--- src/rtl/cbi_pkg.sv ---
package cbi_pkg;

  // Strobes handed from the control half to the datapath half each cycle.
  typedef struct packed {
    logic captureEn;  // store the current counter value
    logic readLoad;   // copy the stored value to the read register
  } ctlStrobes_t;

  localparam int WATCH_N = 2;  // number of watched counter bits

endpackage

--- src/rtl/cbi_datapath.sv ---
module cbi_datapath
  import cbi_pkg::*;
#(
  parameter int CNT_W = 32,
  parameter int BIT_A = 16,
  parameter int BIT_B = 18
) (
  input  logic              clk,
  input  logic              rst,
  input  ctlStrobes_t       strobes,
  output logic [WATCH_N-1:0] watchBits,
  output logic [CNT_W-1:0]  rdData
);

  localparam logic [CNT_W-1:0] CNT_ONE = {{(CNT_W-1){1'b0}}, 1'b1};

  logic [CNT_W-1:0] cnt;
  logic [CNT_W-1:0] capReg;

  // Free-running counter.
  always_ff @(posedge clk) begin
    if (rst) cnt <= '0;
    else     cnt <= cnt + CNT_ONE;
  end

  // Tap the selected bits; index 0 watches BIT_A, index 1 watches BIT_B.
  for (genvar gi = 0; gi < WATCH_N; gi++) begin : g_tap
    localparam int TAP = (gi == 0) ? BIT_A : BIT_B;
    assign watchBits[gi] = cnt[TAP];
  end

  // Capture register: always overwritten by a new event.
  always_ff @(posedge clk) begin
    if (rst)                    capReg <= '0;
    else if (strobes.captureEn) capReg <= cnt;
  end

  // Registered read port.
  always_ff @(posedge clk) begin
    if (rst)                   rdData <= '0;
    else if (strobes.readLoad) rdData <= capReg;
  end

  AST_COUNT_STEP: assert property (@(posedge clk) disable iff (rst)
    1'b1 |=> (cnt == $past(cnt) + CNT_ONE)) else $error("count step");

  AST_CAPTURE_VALUE: assert property (@(posedge clk) disable iff (rst)
    strobes.captureEn |=> (capReg == cnt - CNT_ONE)) else $error("capture value");

  AST_CAPTURE_HOLD: assert property (@(posedge clk) disable iff (rst)
    !strobes.captureEn |=> $stable(capReg)) else $error("capture hold");

  AST_READ_LOAD: assert property (@(posedge clk) disable iff (rst)
    strobes.readLoad |=> (rdData == $past(capReg))) else $error("read load");

  AST_READ_HOLD: assert property (@(posedge clk) disable iff (rst)
    !strobes.readLoad |=> $stable(rdData)) else $error("read hold");

endmodule

--- src/rtl/cbi_control.sv ---
module cbi_control
  import cbi_pkg::*;
(
  input  logic               clk,
  input  logic               rst,
  input  logic [WATCH_N-1:0] watchBits,
  input  logic               rdEn,
  output ctlStrobes_t        strobes,
  output logic               irq
);

  logic [WATCH_N-1:0] prevBits;
  logic [WATCH_N-1:0] risen;
  logic               anyRise;

  // One-cycle history of each watched bit.
  always_ff @(posedge clk) begin
    if (rst) prevBits <= '0;
    else     prevBits <= watchBits;
  end

  // Only the 0-to-1 direction qualifies; simultaneous rises merge.
  always_comb begin
    risen   = watchBits & ~prevBits;
    anyRise = |risen;
  end

  always_comb begin
    strobes.captureEn = anyRise;
    strobes.readLoad  = rdEn;
  end

  // Registered pulse, free of combinational glitches.
  always_ff @(posedge clk) begin
    if (rst) irq <= 1'b0;
    else     irq <= anyRise;
  end

  AST_PULSE_WIDTH: assert property (@(posedge clk) disable iff (rst)
    irq |=> !irq) else $error("pulse width");

  AST_PULSE_NEEDS_HIGH_BIT: assert property (@(posedge clk) disable iff (rst)
    irq |-> (|$past(watchBits))) else $error("pulse source");

  AST_PULSE_MATCHES_CAPTURE: assert property (@(posedge clk) disable iff (rst)
    strobes.captureEn |=> irq) else $error("pulse vs capture");

endmodule

--- src/rtl/cbi_irq_gen.sv ---
module cbi_irq_gen
  import cbi_pkg::*;
#(
  parameter int CNT_W = 32,
  parameter int BIT_A = 16,
  parameter int BIT_B = 18
) (
  input  logic             clk,
  input  logic             rst,
  input  logic             rdEn,
  output logic [CNT_W-1:0] rdData,
  output logic             irq
);

  ctlStrobes_t        strobes;
  logic [WATCH_N-1:0] watchBits;

  cbi_control u_ctl (
    .clk       (clk),
    .rst       (rst),
    .watchBits (watchBits),
    .rdEn      (rdEn),
    .strobes   (strobes),
    .irq       (irq)
  );

  cbi_datapath #(
    .CNT_W (CNT_W),
    .BIT_A (BIT_A),
    .BIT_B (BIT_B)
  ) u_dp (
    .clk       (clk),
    .rst       (rst),
    .strobes   (strobes),
    .watchBits (watchBits),
    .rdData    (rdData)
  );

endmodule

--- config.mk ---
export PLATFORM = sky130hd
export DESIGN_NAME = cbi_irq_gen
export DESIGN_NICKNAME = d
export VERILOG_FILES = /design/src/rtl/cbi_pkg.sv /design/src/rtl/cbi_datapath.sv /design/src/rtl/cbi_control.sv /design/src/rtl/cbi_irq_gen.sv
export SDC_FILE = /design/constraint.sdc
export NUM_CORES = 1
export LEC_CHECK = 0
export BUFFER_PORTS_ARGS = -buffer_cell sky130_fd_sc_hd__buf_2
export CAP_MARGIN = 25
export CELL_PAD_IN_SITES_DETAIL_PLACEMENT = 1
export CELL_PAD_IN_SITES_GLOBAL_PLACEMENT = 1
export CORE_UTILIZATION = 40
export DETAILED_ROUTE_END_ITERATION = 16
export PLACE_DENSITY = 0.77
export REMOVE_ABC_BUFFERS = 1
export SYNTH_ARGS = -nofsm -noshare
export SYNTH_HDL_FRONTEND = slang
export SYNTH_SLANG_ARGS = --single-unit
--- constraint.sdc ---
create_clock -name clk -period 1.7 [get_ports clk]
set_input_delay 0.085 -clock clk [delete_from_list [all_inputs] [get_ports clk]]
set_output_delay 0.085 -clock clk [all_outputs]
set_load 0.01 [all_outputs]
After elaboration in Yosys (flattened, before gate mapping)
Index checks and enable logic that the tools add are counted.
- register bits: 99
- input bits: 3
- output and inout port bits: 33
- logic and storage cells: 9
- $add $sub $neg: 1
- bitwise gates (word level): 2
- reductions and logical operators: 1
- operators with widths (cell ; number):
    $add A32 B1 Y32 const B ; 1
    $and A2 B2 Y2 ; 1
    $not A2 Y2 ; 1
    $reduce_or A2 Y1 ; 1

Logic depth before layout (Yosys ltp)
Gate-level depths: netlist (run 1).
- word-level depth: 3
- gate-level depth with buffers: 7
- depth with buffers taken out: 5

Modules after synthesis
A second synthesis (run 1) with hierarchy kept.
- cells, all modules: 402
- area, all modules: 3892.5 um2
- modules (own cells, without submodules) (module ; instances ; cells an instance ; area an instance (um2) ; seq. area each (um2)):
    cbi_datapath ; 1 ; 391 ; 3779.9 ; 1921.8
    cbi_control ; 1 ; 11 ; 112.6 ; 60.1

Worst setup path after synthesis (run 1)
OpenSTA, ideal clock, no wires.
- kind: register -> register
- from: reg u_dp.cnt[2]
- to: reg u_dp.cnt[31]
- library setup time: 121 ps
- arrival time: 1765 ps
- required time: 1579 ps
- slack: -186 ps
- stages on the path, launching flop included: 6
- buffers on the path: 1
- period minus slack after synthesis: 1886 ps
- cell sequence: dfxtp_1 nand3_2 or4b_1 buf_2 nor4_1 mux2_2
- cells in the longest elaborated chain, start to end: 1
- RTL lines (element ; RTL line ; RTL):
    start: declaration ; cbi_datapath.sv:17 ; logic [CNT_W-1:0] cnt;
    start signal: assignment ; cbi_datapath.sv:23 ; else cnt <= cnt + CNT_ONE;
    $add A32 B1 Y32 ; cbi_datapath.sv:23 ;
Every way passes these cells.
A chain may end at the register's enable or synchronous reset.

Final worst setup path (run 1)
- from: reg u_dp.cnt[8]
- to: reg u_dp.cnt[15]
Same word-level chain as after synthesis.

==> impl_metrics.toml, run 1 <==
[power_and_ir_drop]
power_density_mw_per_mm2 = 787
p_leak_nw = 1.99
ir_drop_mv = 0.342
power.total_w = 0.00390

[logic_synthesis]
ys_seq_elements = 99
synth_edf_count = 0
yosysWarnings = 0
async_reset_ff_share_pct = 0
ys.flop_type = "dfxtp_1"
synthCells = 421
synth_cell_type_count = 30
synth_area_leaders = "dfxtp_1 (53%), mux2i_1 (8.5%), nand2_1 (7.4%)"
synthTopCellsByCount = "dfxtp_1 (99), nand2_1 (74), nor2_1 (50), a21oi_1 (47), mux2i_1 (32)"
yosys.area.top_type_share_pct = 52.8
synth_top_cell_by_area = "dfxtp_1"
syn_avg_cell_area_um2 = 8.91
yosysSeqAreaShare_pct = 52.8
syn_area_mm2 = 0.00375
synth.most_common_cell = "dfxtp_1"

[hold_path]
worst_hold_path_type = "in2reg"
min_to = "u_ctl.prevBits[1]$_SDFF_PP0_"
worst_hold_path.num_cells = 2
hold_start = "rst"

[setup_path]
path_max_fanout = 7
r2r_cells = 6
critPathKind = "reg2reg"
r2r_slack_ns = -0.19
r2r-start = "u_dp.cnt[8]$_SDFF_PP0_"
worst-path-buf-inv = 2
cp-end-kind = "flip-flop"
arrival_ns = 2.19
cp_top_family = "simple AND/OR/NAND/NOR gates"
slowest_stage = "or4b_4"
critPathRequiredTime_ns = 1.99
path_cells = "nand4_1 -> or4b_4 -> buf_6 -> buf_4 -> or3_1 -> a21oi_1"
reg2reg_to = "u_dp.cnt[15]$_SDFF_PP0_"
critPathMaxStageDelay_ns = 0.56
startpoint_type = "flip-flop"

[sta]
maxSlewViolCount = 0
rsz0062_at_grt = "true"
slew_headroom_pct = 58.1
setup_viol = 20
finalHoldViolCount = 0
tightestPinTransition_ns = 0.629
skew_ns = 0.0155
fmax_ghz = 0.528
period_share_pct = 111
layout_setup_ws_ns = -0.195
finalSetupTns_ns = -2.58
fin_crit_ns = 1.89
hold_ws_ns = 0.208

[final_layout]
drive_gt1_share_pct = 35.2
insertedDiodeCount = 0
nFillCells = 1012
fin_nets = 511
area_delta_synth_final_pct = 32.1
final_area_mm2 = 0.00495

[global_routing]
antenna_found_initial = 0
grt-ovfl-total = 0
track_usage_pct = 21.5
grt_max_degree = 49
grt_pass1_wl_mm = 16.4
grt_pass1_vias = 3396

[floorplanning]
dieArea_mm2 = 0.00977
row_count = 34
die_w_um = 98.8
io_pins = 36
start_util_pct = 42.2
coreArea_mm2 = 0.00889
die-height_um = 98.8

[clock_network]
path_clk_slew_ns = 0.10
cts-root-buf = "clkbuf_8"
clk_path_buf_depth = 2
h-tree-depth = 3
cts_tree = "built"
cts_hold_buf = 0
cts_sinks = 99
insertion_delay_ns = 0.37
cts_buffers = 9

[placement]
dpl_worst_slack_ns = -0.253
post-dp-hpwl_mm = 6.00
placed_cell_area_mm2 = 0.00439
io_buffer_count = 35
gp_congestion = 0.806

[drt]
first_pass_iters = 4
drc = 0
drt-wirelength-per-cell_um = 17.8
drtAntennaViolNets = 0
drtIter0Drc = 73
vias = 3336
routed_wl_mm = 11.1
vias_per_cell = 5.38

[run_status]
status = "finished, violations left"
violations = "setup timing"

[job]
drv_cap = 0
## power breakdown
group | switching, W | internal, W
registers | 0.00000482 | 0.00232
logic | 0.0000883 | 0.0000613
clock network | 0.000837 | 0.000588
## per-stage QoR
step / utilization [%] / instances
floorplan: - / 393
global route: 55.7 / 620
detailed placement: 49.3 / 587
finish: 55.7 / 620
CTS: 53.9 / 617
global placement: 49.3 / 587
## sequential cells by signal, summed over array words and instances (netlist names)
name            flops
u_ctl.prevBits      2
u_dp.cnt           32
u_ctl.irq           1
u_dp.rdData        32
u_dp.capReg        32
## cells by family (layout without fill, tap and decap cells)
family,after synthesis,count (layout),synth area share (%)
buffers and inverters,32,123,3.30
adders and majority gates,1,1,0.334
AOI/OAI and AO/OA,66,66,9.67
DFF,99,99,52.8
and+or+nand+nor,178,178,22.1
muxes,35,35,9.44
xor gates and xnor gates,10,10,2.34
## per-layer routing
layer,track usage (%),vias up,wire [µm]
met1,24.0,1636,4790
met3,3.19,29,315
met2,39.3,67,5590
met4,11.6,0,364
met5,0,-,0
li1,-,1604,-
## worst max-delay path by stage
stage                     cells after the start                      end                    from  slack, ns
final                                         6  u_dp.cnt[15]$_SDFF_PP0_  u_dp.cnt[8]$_SDFF_PP0_      -0.19
after detailed placement                      7  u_dp.cnt[30]$_SDFF_PP0_  u_dp.cnt[0]$_SDFF_PP0_      -0.25
after global routing                          5  u_dp.cnt[21]$_SDFF_PP0_  u_dp.cnt[0]$_SDFF_PP0_      -0.28
after CTS                                     5  u_dp.cnt[25]$_SDFF_PP0_  u_dp.cnt[8]$_SDFF_PP0_      -0.15
after floorplan                               4  u_dp.cnt[31]$_SDFF_PP0_  u_dp.cnt[2]$_SDFF_PP0_      -0.32
after global placement                        5  u_dp.cnt[31]$_SDFF_PP0_  u_dp.cnt[7]$_SDFF_PP0_      -0.18
## layout make-up
cell class,instances,area (µm²),share of cell area (%)
flip-flops and latches,99,2010,40.5
clock inverters,4,35.0,0.707
multi-input cells,290,1850,37.4
well taps,108,135,2.73
repair buffers,103,762,15.4
inverters,4,15.0,0.303
clock buffers,12,145,2.93
## worst register-to-register path, stage by stage (launching register included)
cell	delay, ns
dfxtp_2	0.35
nand4_1	0.12
or4b_4	0.56
buf_6	0.16
buf_4	0.16
or3_1	0.32
a21oi_1	0.15
## timing repair
| action | CTS | global route |
|---|---|---|
| cloned | 1 | 0 |
| buffers inserted | 13 | 3 |
| resized for setup | 40 | 35 |
| endpoints found under the hold margin | 0 | 0 |
| pin swaps | 17 | 15 |
| setup endpoints to repair | 19 | 20 |
## placed cells by master (no fill, tap or decap), drive strengths merged
cell	count
nand4	9
nor4	2
xor2	7
nand3	8
dfxtp	99
inv	5
or4	13
and2	2
clkinv	3
a22oi	2
clkbuf	12
buf	103
mux2i	32
mux2	3
a21oi	47
nand2b	2
ha	1
nand2	74
xnor2	3
nor2	50
o31ai	11
or3	6
or4b	1
nor3	3
and4	3
nor2b	4
o21ai	6
or2	1
Power figures use the tool's default switching activity.
==> run 2, diff against run 1 <==
Settings changed: GPL_TIMING_DRIVEN from default to 0.
==> run 2 against run 1 <==
The flow still finishes with violations (setup timing). Count of clock-buffer cells in the layout down 2. Utilization down 2.8 points. Sequential share of layout area up 2.8 points. Via count down 6.4%. Worst setup slack better by 0.0022 ns. Routed wire length down 15%. Final cell count down 6.1%. Total power up 1.8%. Non-clock buffer count down 41. First-iteration DRC count up 55%. Largest cell class unchanged. Largest power group unchanged. Highest routed layer unchanged.
==> impl_metrics.toml, run 2 (same netlist as run 1, synthesis figures left out) <==
[floorplanning]
start_util_pct = 42.2
io_pins = 36
die-height_um = 98.8
die_w_um = 98.8
coreArea_mm2 = 0.00889
row_count = 34
dieArea_mm2 = 0.00977

[setup_path]
cp-end-kind = "flip-flop"
path_max_fanout = 7
path_cells = "nand3_1 -> or4_4 -> buf_4 -> or3_1 -> a21oi_1"
r2r_cells = 5
slowest_stage = "or4_4"
critPathKind = "reg2reg"
critPathRequiredTime_ns = 2.01
r2r_slack_ns = -0.19
arrival_ns = 2.20
critPathMaxStageDelay_ns = 0.61
reg2reg_to = "u_dp.cnt[23]$_SDFF_PP0_"
r2r-start = "u_dp.cnt[19]$_SDFF_PP0_"
startpoint_type = "flip-flop"

[sta]
skew_ns = 0.00683
finalSetupTns_ns = -2.04
layout_setup_ws_ns = -0.193
fin_crit_ns = 1.89
slew_headroom_pct = 34.9
rsz0062_at_grt = "true"
setup_viol = 17
tightestPinTransition_ns = 0.976
finalHoldViolCount = 0
maxSlewViolCount = 0
hold_ws_ns = 0.0766
period_share_pct = 111
fmax_ghz = 0.528

[placement]
dpl_worst_slack_ns = -0.697
post-dp-hpwl_mm = 4.92
gp_congestion = 0.751
io_buffer_count = 35

[final_layout]
layout_commonest_cell = "dfxtp_1"
reg_top3 = "u_dp.capReg x32, u_dp.cnt x32, u_dp.rdData x32"
final_cell_mix = "dfxtp_1 (78), nand2_1 (71), nor2_1 (50)"
nFillCells = 1011
area_delta_synth_final_pct = 25.3
insertedDiodeCount = 0
fin_nets = 473
drive_gt1_share_pct = 30.4

[drt]
met1Wirelength_mm = 4.33
drtIter0Drc = 113
routed_wl_mm = 9.43
vias_per_cell = 5.37
drt-wirelength-per-cell_um = 16.2
first_pass_iters = 4
drc = 0
drtAntennaViolNets = 0
dr_wl_met2_mm = 4.74
top_layer_used = "met4"
vias = 3123
wl_met3_um = 186

[global_routing]
grt_pass1_vias = 3087
grt-ovfl-total = 0
antenna_found_initial = 0
grt_max_degree = 73
grt_pass1_wl_mm = 14.9
track_usage_pct = 18.9

[clock_network]
insertion_delay_ns = 0.38
h-tree-depth = 3
cts_tree = "built"
cts_buffers = 9
cts_sinks = 99
clk_path_buf_depth = 2
path_clk_slew_ns = 0.10
cts-root-buf = "clkbuf_8"

[job]
drv_cap = 0

[power_and_ir_drop]
power.total_w = 0.00397
power_density_mw_per_mm2 = 844
ir_drop_mv = 0.459
p_leak_nw = 1.79

[run_status]
violations = "setup timing"
status = "finished, violations left"

[hold_path]
worst_hold_path_type = "in2reg"
min_to = "u_dp.rdData[2]$_SDFFE_PP0P_"
hold_start = "rst"
worst_hold_path.num_cells = 2
-- run 2: where the power goes --
part / internal (W) / switching, W / leakage, nW
logic: 0.0000402 / 0.0000691 / 0.880
clock network: 0.000684 / 0.000855 / 0.0966
registers: 0.00231 / 0.00000992 / 0.811
total: 0.00303 / 0.000934 / 1.79
-- run 2: repair_timing --
action / in CTS / in global routing
resized for setup: 44 / 47
cloned: 3 / 1
pin swaps: 13 / 26
setup endpoints to repair: 51 / 20
setup buffers: 10 / 14
endpoints found under the hold margin: 0 / 0
hold buffers: 0 / 0
-- run 2: final cells by class --
| class | instances | area, µm² | area share (%) |
|---|---|---|---|
| Clock buffer | 10 | 128 | 2.71 |
| Clock inverter | 6 | 65.1 | 1.38 |
| Inverter | 4 | 15.0 | 0.319 |
| Multi-Input combinational cell | 293 | 1900 | 40.4 |
| Sequential cell | 99 | 2040 | 43.3 |
| Tap cell | 108 | 135 | 2.87 |
| Timing Repair Buffer | 62 | 423 | 9.00 |
-- run 2: critical path: cells and delay by family, from the launching register on --
family	cells	cell delay, ns
simple gates	3	1.10
compound gates	1	0.15
buf+inv	1	0.18
flops	1	0.39
-- run 2: how the worst max path moves through the flow --
stage	to	startpoint	depth (start not counted)	slack [ns]
floorplan	u_dp.cnt[31]$_SDFF_PP0_	u_dp.cnt[2]$_SDFF_PP0_	4	-0.32
global placement	u_dp.cnt[28]$_SDFF_PP0_	u_dp.cnt[0]$_SDFF_PP0_	5	-0.68
detailed placement	u_dp.cnt[30]$_SDFF_PP0_	u_dp.cnt[0]$_SDFF_PP0_	5	-0.70
CTS	u_dp.cnt[25]$_SDFF_PP0_	u_dp.cnt[5]$_SDFF_PP0_	4	-0.21
global route	u_dp.cnt[23]$_SDFF_PP0_	u_dp.cnt[19]$_SDFF_PP0_	5	-0.25
finish	u_dp.cnt[23]$_SDFF_PP0_	u_dp.cnt[19]$_SDFF_PP0_	5	-0.19
-- run 2: metal layers --
| layer | vias to the layer above | track usage [%] |
|---|---|---|
| li1 | 1544 | - |
| met1 | 1529 | 23.4 |
| met2 | 37 | 32.7 |
| met3 | 13 | 2.55 |
| met4 | 0 | 8.73 |
| met5 | - | 0 |
-- run 2: metrics by stage --
step	area [µm²]	util, %	std cells
after floorplan	3640	-	393
after global placement	3950	44.5	536
after detailed placement	4000	45.0	538
after CTS	4420	49.7	567
after global routing	4700	52.9	582
final	4700	52.9	582
